==> src/rtl/rxq_pkg.sv <==
package rxq_pkg;
  localparam int unsigned BYTE_W = 8;
  typedef logic [BYTE_W-1:0] byte_t;

  // stored control bits: trigger select, dma-style select, queue enable
  localparam byte_t CTL_KEEP = 8'hC9;
  localparam int unsigned CTL_EN_BIT  = 0;
  localparam int unsigned CTL_RXF_BIT = 1;
  localparam int unsigned CTL_TXF_BIT = 2;

  typedef enum logic [1:0] {
    TRIG_ONE  = 2'b00,
    TRIG_QTR  = 2'b01,
    TRIG_HALF = 2'b10,
    TRIG_NEAR = 2'b11
  } trig_sel_e;

  // trigger level scaled to the depth: 1, 4, 8, 14 at depth 16
  function automatic int unsigned trig_level(trig_sel_e sel, int unsigned depth);
    case (sel)
      TRIG_ONE:  return 1;
      TRIG_QTR:  return depth / 4;
      TRIG_HALF: return depth / 2;
      default:   return depth - 2;
    endcase
  endfunction
endpackage

==> src/rtl/rxq_ctl.sv <==
module rxq_ctl
  import rxq_pkg::*;
(
  input  logic  clk,
  input  logic  rst_n,
  input  logic  wr,
  input  byte_t wdata,
  output byte_t ctl_q,
  output logic  rx_flush,
  output logic  tx_flush_q
);
  byte_t eff;
  byte_t ctl_d;
  logic  apply;
  logic  tx_flush_d;

  always_comb begin
    eff   = wdata;
    apply = wr && (wdata != ctl_q);
    if (wdata[CTL_EN_BIT] != ctl_q[CTL_EN_BIT]) begin
      eff[CTL_RXF_BIT] = 1'b1;
      eff[CTL_TXF_BIT] = 1'b1;
    end
    rx_flush   = apply && eff[CTL_RXF_BIT];
    tx_flush_d = apply && eff[CTL_TXF_BIT];
    ctl_d      = apply ? (eff & CTL_KEEP) : ctl_q;
  end

  always_ff @(posedge clk or negedge rst_n) begin
    if (!rst_n) begin
      ctl_q      <= '0;
      tx_flush_q <= 1'b0;
    end else begin
      ctl_q      <= ctl_d;
      tx_flush_q <= tx_flush_d;
    end
  end
endmodule

==> src/rtl/rxq_store.sv <==
module rxq_store
  import rxq_pkg::*;
#(
  parameter  int unsigned DEPTH = 16,
  localparam int unsigned PW    = $clog2(DEPTH),
  localparam int unsigned CW    = $clog2(DEPTH + 1)
) (
  input  logic          clk,
  input  logic          rst_n,
  input  logic          fifo_en,
  input  logic          flush,
  input  logic          push,
  input  byte_t         push_data,
  input  logic          pop,
  output byte_t         head_data,
  output logic [CW-1:0] fill,
  output logic [CW-1:0] fill_next,
  output logic          full
);
  byte_t         mem_q [DEPTH];
  logic [PW-1:0] wr_ptr_q, wr_ptr_d;
  logic [PW-1:0] rd_ptr_q, rd_ptr_d;
  logic          push_ok, pop_ok;

  function automatic logic [PW-1:0] bump(logic [PW-1:0] p);
    return (p == PW'(DEPTH - 1)) ? '0 : p + 1'b1;
  endfunction

  assign full      = (fill == CW'(DEPTH));
  assign push_ok   = push && fifo_en && !full && !flush;
  assign pop_ok    = pop && fifo_en && (fill != '0) && !flush;
  assign head_data = (fill != '0) ? mem_q[rd_ptr_q] : '0;

  always_comb begin
    wr_ptr_d  = wr_ptr_q;
    rd_ptr_d  = rd_ptr_q;
    fill_next = fill;
    if (flush) begin
      wr_ptr_d  = '0;
      rd_ptr_d  = '0;
      fill_next = '0;
    end else begin
      if (push_ok) wr_ptr_d = bump(wr_ptr_q);
      if (pop_ok)  rd_ptr_d = bump(rd_ptr_q);
      fill_next = fill + CW'(push_ok) - CW'(pop_ok);
    end
  end

  always_ff @(posedge clk or negedge rst_n) begin
    if (!rst_n) begin
      wr_ptr_q <= '0;
      rd_ptr_q <= '0;
      fill     <= '0;
    end else begin
      wr_ptr_q <= wr_ptr_d;
      rd_ptr_q <= rd_ptr_d;
      fill     <= fill_next;
    end
  end

  // storage array: written only under its enable, no reset needed
  always_ff @(posedge clk) begin
    if (push_ok) mem_q[wr_ptr_q] <= push_data;
  end
endmodule

==> src/rtl/rxq_timer.sv <==
module rxq_timer #(
  parameter  int unsigned TICK_W = 12,
  localparam int unsigned TW     = TICK_W + 2
) (
  input  logic              clk,
  input  logic              rst_n,
  input  logic              enable,
  input  logic              cancel,
  input  logic              restart,
  input  logic              clear_flag,
  input  logic              nonempty,
  input  logic [TICK_W-1:0] char_ticks,
  output logic              flag_q
);
  logic [TW-1:0] cnt_q, cnt_d;
  logic          expire;
  logic          flag_d;

  always_comb begin
    cnt_d  = cnt_q;
    expire = 1'b0;
    if (cancel) begin
      cnt_d = '0;
    end else if (enable) begin
      if (restart) begin
        cnt_d = {char_ticks, 2'b00};
      end else if (cnt_q != '0) begin
        cnt_d  = cnt_q - 1'b1;
        expire = (cnt_q == TW'(1));
      end
    end
    if (cancel || clear_flag)   flag_d = 1'b0;
    else if (expire && nonempty) flag_d = 1'b1;
    else                         flag_d = flag_q;
  end

  always_ff @(posedge clk or negedge rst_n) begin
    if (!rst_n) begin
      cnt_q  <= '0;
      flag_q <= 1'b0;
    end else begin
      cnt_q  <= cnt_d;
      flag_q <= flag_d;
    end
  end
endmodule

==> src/rtl/rx_byte_queue.sv <==
module rx_byte_queue
  import rxq_pkg::*;
#(
  parameter  int unsigned DEPTH  = 16,
  parameter  int unsigned TICK_W = 12,
  localparam int unsigned CW     = $clog2(DEPTH + 1)
) (
  input  logic              clk,
  input  logic              rst_n,
  input  logic [TICK_W-1:0] char_ticks,
  input  logic              rx_valid,
  input  logic [7:0]        rx_data,
  input  logic              rx_break,
  input  logic              ctl_wr,
  input  logic [7:0]        ctl_wdata,
  input  logic              rd_req,
  output logic [7:0]        rd_data,
  output logic [CW-1:0]     rx_count,
  output logic              data_ready,
  output logic              break_flag,
  output logic              overrun_flag,
  output logic              trig_hit,
  output logic              timeout_flag,
  output logic [7:0]        ctl_state,
  output logic              tx_flush
);
  logic          rx_flush;
  logic          fifo_en;
  logic          rx_any, rd_any;
  byte_t         byte_in, head_data;
  byte_t         hold_q, hold_d;
  logic [CW-1:0] fill_next;
  logic          full;
  logic          restart;
  logic          dr_d, brk_d, ovr_d;
  logic [CW-1:0] level;

  rxq_ctl u_ctl (
    .clk(clk), .rst_n(rst_n), .wr(ctl_wr), .wdata(ctl_wdata),
    .ctl_q(ctl_state), .rx_flush(rx_flush), .tx_flush_q(tx_flush)
  );

  assign fifo_en = ctl_state[CTL_EN_BIT];
  assign rx_any  = (rx_valid || rx_break) && !ctl_wr;
  assign rd_any  = rd_req && !ctl_wr;
  assign byte_in = rx_break ? '0 : rx_data;

  rxq_store #(.DEPTH(DEPTH)) u_store (
    .clk(clk), .rst_n(rst_n), .fifo_en(fifo_en), .flush(rx_flush),
    .push(rx_any), .push_data(byte_in), .pop(rd_any),
    .head_data(head_data), .fill(rx_count), .fill_next(fill_next), .full(full)
  );

  assign restart = fifo_en && (rx_any || (rd_any && fill_next != '0));

  rxq_timer #(.TICK_W(TICK_W)) u_timer (
    .clk(clk), .rst_n(rst_n), .enable(fifo_en), .cancel(rx_flush),
    .restart(restart), .clear_flag(rd_any), .nonempty(fill_next != '0),
    .char_ticks(char_ticks), .flag_q(timeout_flag)
  );

  always_comb begin
    dr_d   = data_ready;
    brk_d  = break_flag;
    ovr_d  = overrun_flag;
    hold_d = hold_q;
    if (rx_flush) begin
      dr_d  = 1'b0;
      brk_d = 1'b0;
      ovr_d = 1'b0;
    end else begin
      if (rd_any && (!fifo_en || fill_next == '0)) begin
        dr_d  = 1'b0;
        brk_d = 1'b0;
      end
      if (rx_any) begin
        dr_d = 1'b1;
        if (rx_break) brk_d = 1'b1;
        if (fifo_en ? full : (data_ready && !rd_any)) ovr_d = 1'b1;
        if (!fifo_en) hold_d = byte_in;
      end
    end
  end

  always_ff @(posedge clk or negedge rst_n) begin
    if (!rst_n) begin
      data_ready   <= 1'b0;
      break_flag   <= 1'b0;
      overrun_flag <= 1'b0;
      hold_q       <= '0;
    end else begin
      data_ready   <= dr_d;
      break_flag   <= brk_d;
      overrun_flag <= ovr_d;
      hold_q       <= hold_d;
    end
  end

  always_comb begin
    level = CW'(trig_level(trig_sel_e'(ctl_state[7:6]), DEPTH));
  end

  assign trig_hit = fifo_en ? (rx_count >= level) : data_ready;
  assign rd_data  = fifo_en ? head_data : hold_q;
endmodule

==> config.mk <==
export PLATFORM = sky130hd
export DESIGN_NAME = rx_byte_queue
export DESIGN_NICKNAME = d
export VERILOG_FILES = /design/src/rtl/rxq_pkg.sv /design/src/rtl/rxq_ctl.sv /design/src/rtl/rxq_store.sv /design/src/rtl/rxq_timer.sv /design/src/rtl/rx_byte_queue.sv
export SDC_FILE = /design/constraint.sdc
export NUM_CORES = 1
export LEC_CHECK = 0
export BUFFER_PORTS_ARGS = -buffer_cell sky130_fd_sc_hd__clkbuf_2
export CAP_MARGIN = 20
export CORE_MARGIN = 4
export CORE_UTILIZATION = 45
export DETAILED_ROUTE_END_ITERATION = 8
export PLACE_DENSITY = 0.67
export SLEW_MARGIN = 0
export SYNTH_ARGS = -nofsm -noshare
export SYNTH_HDL_FRONTEND = slang
export SYNTH_SLANG_ARGS = --single-unit
export TNS_END_PERCENT = 30
==> constraint.sdc <==
create_clock -name clk -period 11.1 [get_ports clk]
set_input_delay 1.11 -clock clk [delete_from_list [all_inputs] [get_ports clk]]
set_output_delay 1.11 -clock clk [all_outputs]
set_load 0.01 [all_outputs]
# Word level (Yosys, flattened, before mapping)
# Memory sizes are Yosys's and may differ from the RTL's.
# Cells that the tools add are included.
[word_totals]
n_memories = 1
wordCells = 105
ramBits = 128
regBits = 44
[mem_list]
columns = ["name", "depth", "word_bits", "rd", "rd_clocked_by_memory_dff", "wr", "line", "text"]
rows = [
  ["u_store.mem_q", 16, 8, 1, 0, 1, "rxq_store.sv:20", "byte_t mem_q [DEPTH];"],
]
[classes]
muxes = 36
reduce_logical = 41
n_bitwise = 2
add_sub_neg = 5
n_lt_le_gt_ge = 1
eq_ne = 8
[op_table]
columns = ["cell", "n"]
rows = [
  ["14-bit 2-to-1 mux", 4],
  ["4-bit 2-to-1 mux", 6],
  ["8-bit 2-to-1 mux", 3],
  ["1-bit 2-to-1 mux", 20],
  ["1-bit logical AND", 16],
  ["14-bit by 1-bit == test with 1-bit output (second input constant)", 1],
  ["14-bit nonzero test", 1],
  ["14-bit by 1-bit subtractor with 14-bit output (second input constant)", 1],
  ["4-bit case mux with 3 select lines", 1],
  ["2-bit nonzero test", 6],
  ["5-bit nonzero test", 2],
  ["4-bit by 1-bit adder with 4-bit output (second input constant)", 2],
  ["4-bit == test (second input constant)", 2],
  ["8-bit inequality test", 1],
  ["3-bit nonzero test", 2],
  ["5-bit by 1-bit adder with 5-bit output", 1],
  ["5-bit == test (second input constant)", 1],
  ["5-bit >= comparator", 1],
  ["1-bit zero test", 5],
  ["5-bit zero test", 1],
  ["5-bit 2-to-1 mux", 1],
  ["5-bit by 1-bit subtractor with 5-bit output", 1],
  ["1-bit logical OR", 4],
  ["2-bit AND reduction", 2],
  ["7 further kinds", 8],
]

# Longest topological paths before layout
# Gate-level depths: netlist of run 1.
[logic_depth]
depth_word = 18
depth_mapped = 19

# Modules after synthesis
# From an unflattened synthesis of run 1, not the netlist that was laid out.
[hier_totals]
hier_cells = 521
area_unflattened_um2 = 7906.3
[modules_own_cells]
columns = ["module", "seq_area_each_um2", "area_per_inst_um2", "cells_each", "n_inst"]
rows = [
  ["rxq_store", 4169.0, 5869.4, 309, 1],
  ["rxq_timer", 375.4, 1023.5, 122, 1],
  ["rx_byte_queue", 275.3, 785.8, 73, 1],
  ["rxq_ctl", 125.1, 227.7, 17, 1],
]

# Worst setup path before layout of run 1
# Ideal clock, no wire load.
[synth_path]
path_kind = "input to register"
start = "in ctl_wr"
end = "reg u_timer.cnt_q[13]"
n_path_buf = 3
arrival_time_ps = 4103
required_ps = 10967
path_slack_ps = 6865
cell_stages = 17
cell_sequence = "clkbuf_1 -> nor2b_1 -> nor2b_1 -> clkbuf_1 -> ha_1 -> inv_1 -> ha_1 -> inv_1 -> fa_1 -> nand2b_1 -> a21oi_1 -> xnor2_2 -> nand3_2 -> a21oi_4 -> buf_4 -> mux2i_1 -> o211ai_1"
[synth_between]
elab_chain_cells = 15
[synth_lines]
columns = ["element", "line", "text"]
rows = [
  ["start: declaration", "rx_byte_queue.sv:14", "input logic ctl_wr,"],
  ["1-bit zero test", "rx_byte_queue.sv:44, rx_byte_queue.sv:45", ""],
  ["1-bit logical AND", "rx_byte_queue.sv:44", "assign rx_any = (rx_valid || rx_break) && !ctl_wr;"],
  ["1-bit logical AND (3 in series)", "rxq_store.sv:30", "assign push_ok = push && fifo_en && !full && !flush;"],
  ["5-bit by 1-bit adder with 5-bit output", "rxq_store.sv:45", "fill_next = fill + CW'(push_ok) - CW'(pop_ok);"],
  ["5-bit by 1-bit subtractor with 5-bit output", "rxq_store.sv:45", ""],
  ["5-bit 2-to-1 mux", "rxq_store.sv:38", "if (flush) begin"],
  ["5-bit nonzero test", "rx_byte_queue.sv:54", "assign restart = fifo_en && (rx_any || (rd_any && fill_next != '0));"],
  ["1-bit logical AND", "rx_byte_queue.sv:54", ""],
  ["1-bit logical OR", "rx_byte_queue.sv:54", ""],
  ["1-bit logical AND", "rx_byte_queue.sv:54", ""],
  ["14-bit 2-to-1 mux", "rxq_timer.sv:25", "if (restart) begin"],
  ["14-bit 2-to-1 mux", "rxq_timer.sv:24", "end else if (enable) begin"],
  ["14-bit 2-to-1 mux", "rxq_timer.sv:22", "if (cancel) begin"],
  ["end signal: assignment", "rxq_timer.sv:42", "cnt_q <= cnt_d;"],
  ["end: declaration", "rxq_timer.sv:15", "logic [TW-1:0] cnt_q, cnt_d;"],
]
# Parallel ways exist; a longest one is shown, timed or not. The select of a mux whose other input is x is not followed.
# A chain may end at the register's enable or synchronous reset.

# Worst setup path after layout of run 1
[layout_path]
start = "reg u_ctl.ctl_q[0]"
end = "reg u_timer.cnt_q[5]"
[layout_between]
elab_chain_cells = 15
[layout_lines]
columns = ["element", "line", "text"]
rows = [
  ["start: declaration", "rxq_ctl.sv:8", "output byte_t ctl_q,"],
  ["start signal: assignment", "rxq_ctl.sv:34", "ctl_q <= ctl_d;"],
  ["8-bit inequality test / 1-bit inequality test (equally long branches)", "rxq_ctl.sv:19, rxq_ctl.sv:20", ""],
  ["1-bit logical AND / 2-bit 2-to-1 mux (equally long branches)", "rxq_ctl.sv:19, rxq_ctl.sv:20", ""],
  ["1-bit logical AND", "rxq_ctl.sv:24", "rx_flush = apply && eff[CTL_RXF_BIT];"],
  ["1-bit zero test", "rxq_store.sv:30, rxq_store.sv:31", ""],
  ["1-bit logical AND", "rxq_store.sv:30", ""],
  ["5-bit by 1-bit adder with 5-bit output", "rxq_store.sv:45", ""],
  ["5-bit by 1-bit subtractor with 5-bit output", "rxq_store.sv:45", ""],
  ["5-bit 2-to-1 mux", "rxq_store.sv:38", ""],
  ["5-bit nonzero test", "rx_byte_queue.sv:54", ""],
  ["1-bit logical AND", "rx_byte_queue.sv:54", ""],
  ["1-bit logical OR", "rx_byte_queue.sv:54", ""],
  ["1-bit logical AND", "rx_byte_queue.sv:54", ""],
  ["14-bit 2-to-1 mux", "rxq_timer.sv:25", ""],
  ["14-bit 2-to-1 mux", "rxq_timer.sv:24", ""],
  ["14-bit 2-to-1 mux", "rxq_timer.sv:22", ""],
]
# Parallel ways exist; a longest one is shown, timed or not. The select of a mux whose other input is x is not followed.

==> flow_summary.ini, run 1 <==
[run_status]
outcome = complete, no violations

[sta]
slew_viol_final = 0
hold_viol = 0
worst_hold_slack_ns = 0.5091
rsz0062_at_grt = no
period_share_pct = 43.39
tightest_slew_ns = 0.9073
skew_ns = 0.008970
period_needed_ns = 4.816
setup_ws_ns = 6.284
setup_viol = 0
slew_headroom_pct = 39.29
clock.fmax_mhz = 207.7
tns_ns = 0

[power]
ir_drop_uv = 100.7
swShare_pct = 31.38
netSwitchingPower_w = 0.0005777
cellPowerDensity_nw_per_um2 = 207.2
leakage_nw = 3.315
p_comb_share_pct = 25.9
pwr-share-seq_pct = 42.8
power.internal_w = 0.001264
clkPwrFrac_pct = 31.3

[synth]
synth_commonest_cells = edfxtp_1, dfrtp_1, nor2_1
postSynthAreaPerCell_sq_um = 14.65
netlist-cell-type-count = 55
netlist.top_cell.by_area = edfxtp_1
synthFlopType = edfxtp_1
yosys_warnings = 0
synth-edff-count = 128
yosysSeqAreaShare_pct = 63.69
yosysTopAreaCellShare_pct = 49.51
async_flop_share_pct = 25.58
synth_seq_cells = 172
syn-cell-area_sq_um = 7764
netlist_top_cells_area = edfxtp_1, dfrtp_1, mux4_2
syn_inst = 530
synth.most_common_cell = edfxtp_1

[die]
die_h_um = 139.4
row_count = 47
start_util_pct = 46.32
core_sq_um = 16760
die_w_um = 139.4
io_pins = 61
die_area_sq_um = 19420

[grt]
grt_pass1_wl_mm = 26.43
grt_pass1_vias = 4654
gr-total-overflow = 0
grt_use_total_pct = 17.77
grt_start_max_net_pins = 45
antenna_found_initial = 0

[clock_tree]
clk_latency_ns = 0.42
clk_pin_slew_ns = 0.07
cts_setup_buffers = 0
cts_buffer_depth = 2
cts_resized = 0
htreeDepth = 4
cts_root_buf = clkbuf_16
cts.sinks = 172
ctsHoldBuffers = 0
cts_tree = built
cts_buffers = 17

[final_layout]
insertedDiodeCount = 0
instances_no_fill = 830
drive_above_1_share_pct = 25.57
syn_to_final_growth_pct = 14.46
nets = 649
finalCoreUtilization_pct = 53.02

[detailed_routing]
routed_wl_mm = 16.51
wl_per_cell_um = 19.90
ant_nets = 0
vias = 4633
drt_pass1_iterations = 5
drt-initial-drc-count = 309
route.detailed.drc = 0
viasPerCell = 5.582

[place]
preCtsSetupSlack_ns = 6.240
place_congestion = 0.8555
port_buffers = 54
dp_hpwl_mm = 10.93
dp.cells = 793

[worst_setup_path]
max_stage_delay_ns = 0.85
crit_chain = o21ai_1 > nor2b_1 > ha_1 > inv_1 > ha_1 > inv_1 > fa_1 > nand2b_1 > a21oi_1 > xnor2_2 > nand3_2 > a21oi_4 > nand3_1 > o211ai_1
crit_path_top_delay_cell = dfrtp_1
crit_path_end_kind = flop
crit_fanout = 22
arrival_ns = 5.15
rr_startpoint = u_ctl.ctl_q[0]$_DFFE_PN0P_
critPathLaunch = u_ctl.ctl_q[0]$_DFFE_PN0P_
crit_required_ns = 11.43
start_kind = flop
worstSetupPathType = reg -> reg

[min_path]
min-delay-start = break_flag$_DFF_PN0_
min_path_type = reg -> reg

[flow_run]
drv_cap = 0
-- power groups by stage --
stage | Clock (W) | Sequential [W] | Combinational, W
after floorplan | 0 | 0.000792 | 0.000361
after global placement | 0 | 0.000798 | 0.000461
after detailed placement | 0 | 0.000801 | 0.000476
after CTS | 0.000584 | 0.000789 | 0.000478
after global routing | 0.000614 | 0.000797 | 0.000529
final | 0.000576 | 0.000788 | 0.000477
-- stage by stage --
stage                     power, W  instance area (sq um)
after global routing      0.001939                   8886
final                     0.001841                   8886
after floorplan           0.001154                   7775
after detailed placement  0.001277                   8257
after CTS                 0.001851                   8841
after global placement    0.001260                   8257
-- path summary, 6_finish.rpt --
kind,to,slack [ns],cells past startpoint
max,u_timer.cnt_q[5]$_DFFE_PN0P_,6.28,14
min,break_flag$_DFF_PN0_,0.51,1
max reg2reg,u_timer.cnt_q[5]$_DFFE_PN0P_,6.28,14
min reg2reg,break_flag$_DFF_PN0_,0.51,1
max in group asynchronous,u_store.rd_ptr_q[0]$_DFFE_PN0P_,9.89,2
min in group asynchronous,u_store.fill[3]$_DFF_PN0_,0.78,2
-- area by class of cell --
cell class,instances,area (sq um)
Timing Repair Buffer,71,405.4
Inverter,36,135.1
Sequential cell,172,4946
Tap cell,220,275.3
Multi-Input combinational cell,299,2540
Clock inverter,15,158.9
Fill cell,1359,7874
Clock buffer,17,425.4
-- kinds of logic (layout without fill, tap and decap cells) --
logic type,count (synthesis),count (layout),share of synthesized area (%)
AOI/OAI and AO/OA,77,77,6.608
xor gates and xnor gates,10,10,1.225
adders and majority gates,18,18,2.998
buffers and inverters,62,139,3.739
DFF,172,172,63.69
muxes,47,47,12.52
other,1,4,0.04830
and+or+nand+nor,143,143,9.170
-- critical path, delay by kind of cell (launching register included) --
| kind | cells | cell delay [ns] |
|---|---|---|
| buffers and inverters | 2 | 0.12 |
| AND/OR/NAND/NOR | 4 | 1.17 |
| XOR/XNOR | 1 | 0.17 |
| adder cells (fa/ha/maj) | 3 | 0.87 |
| AO/OA/AOI/OAI | 4 | 1.53 |
| flip-flops | 1 | 0.85 |
-- cell usage in the layout, fill, tap and decap left out, types with 5 or more instances in the layout --
cell type	n
mux4_2	40
nor2b_1	13
nand2b_1	5
ha_1	17
buf_4	15
a21oi_1	13
nand2_1	39
inv_1	35
nor3_1	14
xnor2_1	5
o21ai_0	18
o22ai_1	11
clkbuf_16	17
mux2i_1	6
clkbuf_2	54
edfxtp_1	128
and3_1	6
o21ai_1	5
dfrtp_1	43
nor2_1	42
-- state kept, by name, indices dropped and copies added (netlist names) --
signal            count
break_flag            1
data_ready            1
hold_q                8
overrun_flag          1
u_ctl.ctl_q           4
u_ctl.tx_flush_q      1
u_store.fill          5
u_store.mem_q       128
u_store.rd_ptr_q      4
u_store.wr_ptr_q      4
u_timer.cnt_q        14
u_timer.flag_q        1
-- per-layer routing --
| layer | wire, um | GRT usage, % |
|---|---|---|
| met5 | 0 | 0 |
| met4 | 241 | 6.282 |
| met3 | 779 | 3.122 |
| met2 | 8318 | 29.54 |
| met1 | 7175 | 23.74 |
Power figures use the tool's default switching activity.
==> run 2: changes to the inputs <==
Settings changed: ABC_AREA set to 1.
Clock period 11.1 ns to 4.7 ns, I/O delays scaled along.
==> run 2 against run 1 <==
  * Hold slack worse by 0.39 ns
  * Design area is 2.3% higher
  * Register-to-register slack worse by 5.3 ns
  * Largest cell class unchanged
  * Total power is 140% higher
  * Area after synthesis is 3.4% higher
==> flow_summary.ini, run 2 <==
[detailed_routing]
viasPerCell = 5.387
dr_wl_met3_mm = 1.272
met1_length_mm = 8.219
met2WireLength_mm = 8.696
routed_wl_mm = 18.56
route.detailed.drc = 0
drt_pass1_iterations = 5
drt-initial-drc-count = 541
ant_nets = 0
wl_per_cell_um = 17.12
highest_layer = met4
vias = 5840

[place]
post_dp_cell_area_sq_um = 8498
dp.cells = 1051
port_buffers = 56
place_congestion = 0.8216
dp_hpwl_mm = 12.03

[clock_tree]
clk_pin_slew_ns = 0.07
cts.sinks = 172
cts_buffers = 17
clk_latency_ns = 0.43
cts_resized = 0
cts_setup_buffers = 0
cts_buffer_depth = 2
cts_tree = built
cts_root_buf = clkbuf_16
htreeDepth = 4
ctsHoldBuffers = 0

[sta]
skew_ns = 0.01126
period_share_pct = 78.92
tightest_slew_ns = 1.007
slew_headroom_pct = 32.59
clock.fmax_mhz = 269.6
period_needed_ns = 3.709
setup_viol = 0
slew_viol_final = 0
hold_viol = 0
tns_ns = 0
rsz0062_at_grt = no

[worst_setup_path]
worstSetupPathType = reg -> reg
start_kind = flop
r2r_cells = 21
crit_chain = inv_1 > ha_1 > nand4_1 > nand2_1 > inv_1 > ha_1 > inv_1 > ha_1 > inv_1 > fa_1 > nand3b_1 > nand2_1 > nand2_1 > nand3_1 > nand4_2 > nand2_2 > nand3_2 > nand2_4 > nand2_2 > nand2_1 > nand2_1
crit_required_ns = 5.03
crit_path_end_kind = flop
arrival_ns = 4.04
max_stage_delay_ns = 0.42
crit_fanout = 24
critical_path.most_common_cell = nand2_1
crit_path_top_delay_cell = dfrtp_1

[die]
core_sq_um = 17420
row_count = 48
die_h_um = 141.6
start_util_pct = 46.09
die_w_um = 141.6
io_pins = 61
die_area_sq_um = 20040

[final_layout]
fin_area_sq_um = 9092
largest_reg_flops = 128
regMostFlops = u_store.mem_q
mostFrequentLayoutCell = edfxtp_1
nFillCells = 1585
drive_above_1_share_pct = 12.81
top_regs = u_store.mem_q: 128 flops, u_timer.cnt_q: 14 flops, hold_q: 8 flops
syn_to_final_growth_pct = 13.26
instances_no_fill = 1084
final_cell_mix = edfxtp_1, nand2_1, nor2_1
insertedDiodeCount = 0
nets = 898

[grt]
grt_start_max_net_pins = 80
antenna_found_initial = 0
gr-total-overflow = 0
grt_use_total_pct = 19.34
grt_pass1_vias = 5511
grt_pass1_wl_mm = 29.90

[flow_run]
drv_cap = 0

[power]
ir_drop_uv = 346.8
leakage_nw = 3.771
p_total_w = 0.004392
cellPowerDensity_nw_per_um2 = 483.0

[synth]
synth.most_common_cell = edfxtp_1
yosysSeqAreaShare_pct = 61.60
synth_commonest_cells = edfxtp_1, nand2_1, nor2_1
syn_inst = 794
synthFlopType = edfxtp_1
netlist_top_cells_area = edfxtp_1, dfrtp_1, nand2_1
synth-edff-count = 128
syn-cell-area_sq_um = 8028
yosys_warnings = 0
netlist-cell-type-count = 35
postSynthAreaPerCell_sq_um = 10.11
synth_seq_cells = 172
async_flop_share_pct = 25.58
netlist.top_cell.by_area = edfxtp_1
yosysTopAreaCellShare_pct = 47.88

[run_status]
outcome = complete, no violations

[min_path]
min_path_type = in -> async
## run 2: changes by cell type in the layout (fill, tap and decap cells not counted), moves of 14 or more
cell      previous run  this run
nand2_1             39       126
o221ai_1             0        14
o21ai_0             18        83
nor2_1              42        98
a21oi_1             13        30
mux4_2              40         0
nand3_1              4        64
inv_1               35        81
## run 2: worst paths after layout
path,start,endpoint,slack [ns]
max in group asynchronous,rst_n,u_store.rd_ptr_q[0]$_DFFE_PN0P_,4.12
min in group clk,ctl_wdata[2],u_ctl.tx_flush_q$_DFF_PN0_,0.28
min reg2reg,hold_q[5]$_DFFE_PN0P_,hold_q[5]$_DFFE_PN0P_,0.54
max,u_store.fill[3]$_DFF_PN0_,u_timer.cnt_q[11]$_DFFE_PN0P_,0.99
max reg2reg,u_store.fill[3]$_DFF_PN0_,u_timer.cnt_q[11]$_DFFE_PN0P_,0.99
min,rst_n,hold_q[0]$_DFFE_PN0P_,0.12
## run 2: stage by stage
stage	util, %	hold WS, ns	setup WS (ns)
after floorplan	-	0.1744	1.733
after global routing	52.21	0.1741	0.5855
after detailed placement	48.79	0.5216	0.8236
final	52.21	0.1184	0.9906
after CTS	52.16	0.1355	0.9914
after global placement	48.69	0.5167	0.9376
## run 2: power by group
| group | switching, W | internal [W] |
|---|---|---|
| Clock | 0.000648 | 0.000755 |
| Combinational | 0.000727 | 0.000411 |
| Sequential | 0.000108 | 0.00174 |
## run 2: critical path, delay by kind of cell (launching register included)
family | cells | cell delay (ns)
AND/OR/NAND/NOR | 13 | 1.83
buffers and inverters | 4 | 0.30
flip-flops | 1 | 0.42
adder cells (fa/ha/maj) | 4 | 1.03
## run 2: final cells by class
cell class / instances / area (sq um) / area share (%)
Sequential cell: 172 / 4946 / 54.40
Multi-Input combinational cell: 502 / 2581 / 28.39
Clock buffer: 18 / 429.2 / 4.720
Timing Repair Buffer: 69 / 381.6 / 4.197
Inverter: 84 / 315.3 / 3.468
Tap cell: 225 / 281.5 / 3.096
Clock inverter: 14 / 157.7 / 1.734
## run 2: cell families (layout without fill, tap and decap cells)
family	after synthesis	after routing	synth area share [%]
XOR/XNOR	19	19	2.073
flip-flops	172	172	61.60
AO/OA/AOI/OAI	138	138	9.398
AND/OR/NAND/NOR	320	320	17.21
multiplexers	3	3	0.3897
buffers and inverters	123	185	6.390
adder cells (fa/ha/maj)	18	18	2.899
other	1	4	0.04671
## run 2: layer usage
metal  vias up  GRT usage [%]
li1       2812              -
met1      2812          27.33
met2       192          29.91
met3        24          4.382
met4         0          6.162
met5         -              0
